===== config.mk =====
export PLATFORM = sky130hd
export DESIGN_NAME = i2c_cmd_master
export DESIGN_NICKNAME = d
export VERILOG_FILES = /design/src/rtl/i2c_cmd_master.sv
export SDC_FILE = /design/constraint.sdc
export NUM_CORES = 1
export LEC_CHECK = 0
export BUFFER_PORTS_ARGS = -buffer_cell sky130_fd_sc_hd__buf_2
export CAP_MARGIN = 20
export CORE_UTILIZATION = 45
export CTS_CLUSTER_DIAMETER = 120
export DETAILED_ROUTE_END_ITERATION = 10
export PLACE_DENSITY = 0.7
export SETUP_SLACK_MARGIN = 0.15
export SYNTH_ARGS = -nofsm -noshare
export SYNTH_HDL_FRONTEND = slang
export SYNTH_SLANG_ARGS = --single-unit
export TNS_END_PERCENT = 5

===== constraint.sdc =====
create_clock -name clk -period 7.43 [get_ports clk]
set_clock_uncertainty 0.05 [all_clocks]
set_input_delay 1.486 -clock clk [delete_from_list [all_inputs] [get_ports clk]]
set_output_delay 1.486 -clock clk [all_outputs]
set_load 0.02 [all_outputs]

===== src/rtl/i2c_cmd_master.sv =====
module i2c_cmd_master #(
  parameter int DEPTH = 4,
  parameter int CW = 16,
  localparam int LW = $clog2(DEPTH + 1)
) (
  input  logic          clk,
  input  logic          rst_n,
  input  logic          enable,
  input  logic          cmd_push,
  input  logic [9:0]    cmd_word,
  output logic          cmd_full,
  output logic [LW-1:0] cmd_level,
  input  logic          rx_pop,
  output logic [7:0]    rx_data,
  output logic [LW-1:0] rx_level,
  input  logic [CW-1:0] t_low,
  input  logic [CW-1:0] t_high,
  input  logic [CW-1:0] t_hold,
  input  logic          scl_in,
  input  logic          sda_in,
  output logic          scl_oe,
  output logic          sda_oe,
  output logic          busy,
  output logic          nack_evt,
  output logic          arb_evt,
  output logic          rxovf_evt
);
  localparam int AW = (DEPTH > 1) ? $clog2(DEPTH) : 1;

  typedef enum logic [3:0] {
    S_IDLE, S_RS_LO, S_STA_H1, S_STA_H2, S_BLO, S_BHI, S_STO_LO, S_STO_H1, S_STO_H2
  } st_t;

  function automatic logic [AW-1:0] nxt(input logic [AW-1:0] p);
    return (p == AW'(DEPTH - 1)) ? '0 : p + 1'b1;
  endfunction

  st_t            st_q;
  logic [CW-1:0]  tmr;
  logic [3:0]     bitn;
  logic [9:0]     cur;
  logic [7:0]     sh;
  logic           owned, rd_q, disc;

  logic [9:0]     cq [DEPTH];
  logic [AW-1:0]  cwp, crp;
  logic [LW-1:0]  ccnt;
  logic [7:0]     rq [DEPTH];
  logic [AW-1:0]  rwp, rrp;
  logic [LW-1:0]  rcnt;

  wire [9:0] head    = cq[crp];
  wire       c_wr    = enable && cmd_push && (ccnt != LW'(DEPTH));
  wire       take    = enable && (st_q == S_IDLE) && (ccnt != '0);
  wire       lo_done = (tmr == t_low - 1'b1);
  wire       hi_done = scl_in && (tmr == t_high - 1'b1);
  wire       hold_hit = (tmr == t_hold - 1'b1);
  wire       rcv     = rd_q && !cur[9];
  wire       tx_bit  = !rcv && (bitn < 4'd8);
  wire       lost    = (st_q == S_BHI) && scl_in && tx_bit && !sda_oe && !sda_in;
  wire       byte_end = (st_q == S_BHI) && hi_done && (bitn == 4'd8);
  wire       rx_full = (rcnt == LW'(DEPTH));
  wire       r_wr    = byte_end && rcv && !rx_full;
  wire       r_rd    = enable && rx_pop && (rcnt != '0);
  wire       bit_val = (bitn < 4'd8) ? (!rcv && !sh[7]) : (rcv && !cur[8]);

  assign cmd_full  = (ccnt == LW'(DEPTH));
  assign cmd_level = ccnt;
  assign rx_level  = rcnt;
  assign rx_data   = rq[rrp];
  assign busy      = (st_q != S_IDLE) || (ccnt != '0);

  always_ff @(posedge clk) begin
    if (c_wr) cq[cwp] <= cmd_word;
    if (r_wr) rq[rwp] <= sh;
  end

  always_ff @(posedge clk or negedge rst_n) begin
    if (!rst_n) begin
      cwp <= '0; crp <= '0; ccnt <= '0;
      rwp <= '0; rrp <= '0; rcnt <= '0;
    end else if (!enable) begin
      cwp <= '0; crp <= '0; ccnt <= '0;
      rwp <= '0; rrp <= '0; rcnt <= '0;
    end else begin
      if (c_wr) cwp <= nxt(cwp);
      if (take) crp <= nxt(crp);
      ccnt <= ccnt + LW'(c_wr) - LW'(take);
      if (r_wr) rwp <= nxt(rwp);
      if (r_rd) rrp <= nxt(rrp);
      rcnt <= rcnt + LW'(r_wr) - LW'(r_rd);
    end
  end

  always_ff @(posedge clk or negedge rst_n) begin
    if (!rst_n) begin
      st_q <= S_IDLE; tmr <= '0; bitn <= '0; cur <= '0; sh <= '0;
      scl_oe <= 1'b0; sda_oe <= 1'b0; owned <= 1'b0; rd_q <= 1'b0; disc <= 1'b0;
      nack_evt <= 1'b0; arb_evt <= 1'b0; rxovf_evt <= 1'b0;
    end else if (!enable) begin
      st_q <= S_IDLE; tmr <= '0; bitn <= '0; cur <= '0; sh <= '0;
      scl_oe <= 1'b0; sda_oe <= 1'b0; owned <= 1'b0; rd_q <= 1'b0; disc <= 1'b0;
      nack_evt <= 1'b0; arb_evt <= 1'b0; rxovf_evt <= 1'b0;
    end else begin
      nack_evt <= 1'b0; arb_evt <= 1'b0; rxovf_evt <= 1'b0;
      case (st_q)
        S_IDLE: if (take) begin
          cur <= head; sh <= head[7:0]; tmr <= '0; bitn <= '0;
          if (head[9]) begin
            disc <= 1'b0;
            st_q <= owned ? S_RS_LO : S_STA_H1;
          end else if (owned && !disc) st_q <= S_BLO;
          else if (owned && head[8]) st_q <= S_STO_LO;
        end
        S_RS_LO: begin
          if (hold_hit) sda_oe <= 1'b0;
          if (lo_done) begin scl_oe <= 1'b0; tmr <= '0; st_q <= S_STA_H1; end
          else tmr <= tmr + 1'b1;
        end
        S_STA_H1:
          if (hi_done) begin sda_oe <= 1'b1; tmr <= '0; st_q <= S_STA_H2; end
          else if (scl_in) tmr <= tmr + 1'b1;
        S_STA_H2:
          if (hi_done) begin
            scl_oe <= 1'b1; tmr <= '0; owned <= 1'b1; rd_q <= 1'b0; st_q <= S_BLO;
          end else if (scl_in) tmr <= tmr + 1'b1;
        S_BLO: begin
          if (hold_hit) sda_oe <= bit_val;
          if (lo_done) begin scl_oe <= 1'b0; tmr <= '0; st_q <= S_BHI; end
          else tmr <= tmr + 1'b1;
        end
        S_BHI:
          if (lost) begin
            scl_oe <= 1'b0; sda_oe <= 1'b0; owned <= 1'b0; rd_q <= 1'b0; disc <= 1'b0;
            arb_evt <= 1'b1; st_q <= S_IDLE;
          end else if (hi_done) begin
            scl_oe <= 1'b1; tmr <= '0;
            if (bitn < 4'd8) begin
              sh <= {sh[6:0], sda_in}; bitn <= bitn + 1'b1; st_q <= S_BLO;
            end else begin
              if (rcv) rxovf_evt <= rx_full;
              else if (sda_in) begin nack_evt <= 1'b1; disc <= 1'b1; end
              else if (cur[9]) rd_q <= cur[0];
              st_q <= cur[8] ? S_STO_LO : S_IDLE;
            end
          end else if (scl_in) tmr <= tmr + 1'b1;
        S_STO_LO: begin
          if (hold_hit) sda_oe <= 1'b1;
          if (lo_done) begin scl_oe <= 1'b0; tmr <= '0; st_q <= S_STO_H1; end
          else tmr <= tmr + 1'b1;
        end
        S_STO_H1:
          if (hi_done) begin sda_oe <= 1'b0; tmr <= '0; st_q <= S_STO_H2; end
          else if (scl_in) tmr <= tmr + 1'b1;
        S_STO_H2:
          if (hi_done) begin
            owned <= 1'b0; disc <= 1'b0; rd_q <= 1'b0; tmr <= '0; st_q <= S_IDLE;
          end else if (scl_in) tmr <= tmr + 1'b1;
        default: st_q <= S_IDLE;
      endcase
    end
  end
endmodule


==> flow_summary_export.csv <==
group,metric,value,unit
run_status,status,"completed",
floorplan,coreArea,16700,um2
pwr,seqPwrFrac,42.8,%
logic_synthesis,synth.area.top_cells,"edfxtp_1, dfrtp_1, mux4_2, xor2_1, xnor2_1",
routing,drt_first_pass_iters,6,
timing,finalCritPeriodShare,69.46,%
global_route,grtUsageMet3,4.528,%
logic_synthesis,synth-seq-cells,129,
finish,final_nets,889,
timing,rsz0062_at_grt,"false",
global_route,grt_pass1_wl,27620,um
timing,finalSetupViolations,0,
critical_path,endpoint_kind,"flop",
logic_synthesis,synth_ff_type,"edfxtp_1",
place,hpwlAfterDp,12080,um
global_route,grt_max_degree,58,
critical_path,startpoint,"t_high[0]",
logic_synthesis,async_flop_share,44.19,%
routing,wirelength,16700,um
timing,fmax,193.8,MHz
routing,post_drt_via_cell_ratio,5.594,
hold_path,whs_path_depth,1,
global_route,grt-ovfl-total,0,
pwr,internal_power,1569,uW
cts,cts_setup_buffers,0,
global_route,antenna_found_initial,0,
critical_path,rr_endpoint,"rx_level[2]$_DFF_PN0_",
floorplan,chipHeight,133.3,um
critical_path,crit_fanout,7,
cts,cts_buffers,17,
run,drv_cap,0,
critical_path,critPathKind,"primary input to flop",
floorplan,die_w,133.3,um
critical_path,r2r_slack,3330,ps
timing,max_slew_margin,39.21,%
critical_path,critical_path.startpoint_type,"primary input",
global_route,use_met2,31.74,%
cts,path_clk_slew,60,ps
pwr,ir_drop,0.2089,mV
logic_synthesis,synth_cells,733,
critical_path,crit_chain,"buf_2 > inv_1 > ha_1 > nor4b_2 > nand4b_1 > a21boi_0 > or4_1 > or4_4 > nor3_4 > inv_1 > ha_1 > inv_1 > ha_1 > inv_1 > fa_1 > xnor2_1 > xnor2_1 > and2_1",
critical_path,worst_path_largest_cell_delay,610,ps
global_route,globalRouteMet1Util,26.61,%
pwr,power,2260,uW
finish,area_delta_synth_final,14.59,%
routing,remaining_drc_errors,0,
place,gp_congestion,0.9235,
pwr,pwr-share-comb,22.9,%
global_route,grt_pass1_vias,5529,
logic_synthesis,synth_area_per_cell,10.58,um2
finish,drive_gt1_share,19.75,%
timing,hold_ws,434.4,ps
logic_synthesis,synth_top_area_share,27.88,%
timing,finalSetupTns,0,ps
critical_path,crit_family,"simple AND/OR/NAND/NOR gates",
cts,cts_resized,0,
logic_synthesis,yosysWarningCount,0,
place,placed_area,8314,um2
global_route,grt.busiest_layer,"met2",
hold_path,min_delay_worst_endpoint,"scl_oe$_DFFE_PN0P_",
cts,cts_tree,"yes",
finish,post-route-util,53.20,%
critical_path,cp_slowest_cell,"or4_1",
critical_path,cp_common_cell,"inv_1",
timing,post-route-min-period,5161,ps
timing,maxSlewViolCount,0,
critical_path,cp.required,7670,ps
logic_synthesis,synth_largest_area_cell,"edfxtp_1",
cts,hold_buffers,0,
pwr,p_sw,691.6,uW
logic_synthesis,synthesis.nets,819,
pwr,powerDensity,254.4,nW/um2
critical_path,crit_buf_inv,5,
cts,h-tree-depth,4,
cts,insertion_delay,410,ps
routing,drt_iter0_drc,322,
floorplan,fp.dieArea,17760,um2
place,numPortBuffers,85,
floorplan,start_util,46.43,%
cts,cts.sinks,129,
timing,worst_pin_slew,903.5,ps
routing,wl_per_cell,16.12,um
pwr,switching_share,30.60,%
pwr,p_clk_share,34.3,%
hold_path,hp-start,"scl_oe$_DFFE_PN0P_",
routing,antenna_left,0,
logic_synthesis,yosysSeqAreaShare,46.28,%
pwr,p_leak,0.003494,uW
critical_path,r2r_cells,15,
finish,final_cell_area,8885,um2
cts,clockBufferDepth,2,
logic_synthesis,synth_edf_count,72,
critical_path,r2r_start,"tmr[3]$_DFFE_PN0P_",
floorplan,rows,47,
hold_path,hp-class,"flop to flop",
logic_synthesis,yosysUniqueCellTypes,73,
critical_path,worst_ep_arrival_time,5400,ps
global_route,grtUsageTotal,19.82,%
cts,clockRootBuffer,"clkbuf_16",
routing,num_vias,5795,
logic_synthesis,syn-cell-area,7754,um2
floorplan,ioPinCount,86,
timing,hold_viol,0,
layer usage:
metal	part of all wire, %	vias up	routed length [um]
met5	0	-	0
met4	1.2	0	199
met3	5.1	20	849
met2	47	157	7887
met1	46	2794	7760
li1	-	2824	-
cell type report:
| cell class | instances | area (um2) |
|---|---|---|
| Sequential cell | 129 | 3588 |
| Multi-Input combinational cell | 534 | 3886 |
| Timing Repair Buffer | 88 | 447.9 |
| Clock inverter | 12 | 117.6 |
| Inverter | 33 | 123.9 |
| Antenna cell | 1 | 2.502 |
| Fill cell | 1472 | 7816 |
| Clock buffer | 19 | 442.9 |
| Tap cell | 220 | 275.3 |
flip-flops by register name (all words and copies together) (netlist names), 3 cells and up:
register and flops:
tmr 16, rx_level 3, cur 3, cq 40, bitn 4, st_q 4, sh 8, rq 32
cmd_level 3
kinds of logic (layout without fill, tap and decap cells):
family	after synthesis	count (layout)	synth area share [%]
buffers and inverters	70	152	3.598
AOI/OAI and AO/OA	118	118	10.49
adders and majority gates	21	21	3.582
xor gates and xnor gates	79	79	8.924
DFF	129	129	46.28
and+or+nand+nor	279	279	19.27
muxes	37	37	7.859
other	0	1	0
metrics by stage:
| stage | std cells | worst slack [ps] |
|---|---|---|
| 2_1_floorplan | 733 | 2276 |
| 3_3_place_gp | 1003 | 1968 |
| 3_5_place_dp | 1003 | 1874 |
| 4_1_cts | 1034 | 2295 |
| 5_1_grt | 1035 | 2081 |
| 6_report | 1036 | 2269 |
layout by cell type (no fill, tap or decap), types with 14 or more instances in the layout:
cell type,n
xor2_1,42
buf_2,85
nor4_1,14
nand3_1,28
mux4_2,18
dfrtp_1,57
nor2_1,64
inv_1,32
ha_1,19
o21ai_0,23
xnor2_1,37
and2_1,15
nand2_1,63
nand4_1,15
edfxtp_1,72
a21oi_1,22
clkbuf_16,17
nor3_1,18
worst reg2reg max path: cells and delay by family (launching register included):
kind / cells / cell delay (ps)
simple gates: 5 / 1780
fa+ha+maj: 3 / 770
xor+xnor: 4 / 620
flops: 1 / 580
buf+inv: 3 / 180
power groups by stage:
stage	clock network (uW)	logic (uW)	registers, uW
6_report	775	517	968
4_1_cts	791	513	968
3_5_place_dp	0	510	980
3_3_place_gp	0	501	976
2_1_floorplan	0	421	915
5_1_grt	822	581	982
worst max path at each step:
stage,end,cells after the start
after global placement,rx_level[2]$_DFF_PN0_,18
final,rx_level[2]$_DFF_PN0_,18
after floorplan,rx_level[2]$_DFF_PN0_,17
after CTS,rx_level[2]$_DFF_PN0_,18
after detailed placement,rx_level[2]$_DFF_PN0_,18
after global routing,rx_level[2]$_DFF_PN0_,18
Yosys cell counts, types with 3 or more instances:
| library cell | count |
|---|---|
| nand2b_1 | 10 |
| a211oi_1 | 5 |
| nor2b_1 | 8 |
| ha_1 | 19 |
| xor2_1 | 42 |
| buf_1 | 4 |
| or2_2 | 4 |
| and2_1 | 15 |
| nand3b_1 | 4 |
| a22o_1 | 6 |
| mux2i_1 | 8 |
| o21a_1 | 3 |
| nor4_1 | 14 |
| nor3b_1 | 6 |
| and3_1 | 5 |
| a21boi_0 | 13 |
| o211ai_1 | 4 |
| xnor2_1 | 37 |
| nand3_1 | 28 |
| dfrtp_1 | 57 |
| a31oi_1 | 9 |
| o22ai_1 | 3 |
| edfxtp_1 | 72 |
| or4_1 | 3 |
| nand4b_1 | 4 |
| nand2_1 | 63 |
| inv_1 | 32 |
| a21oi_1 | 22 |
| mux2_2 | 9 |
| a41oi_1 | 3 |
| nor2_1 | 64 |
| nand4_1 | 15 |
| o21ai_0 | 23 |
| mux4_2 | 18 |
| nor3_1 | 18 |
| clkbuf_1 | 29 |
| o2bb2ai_1 | 3 |
Power figures use the tool's default switching activity.
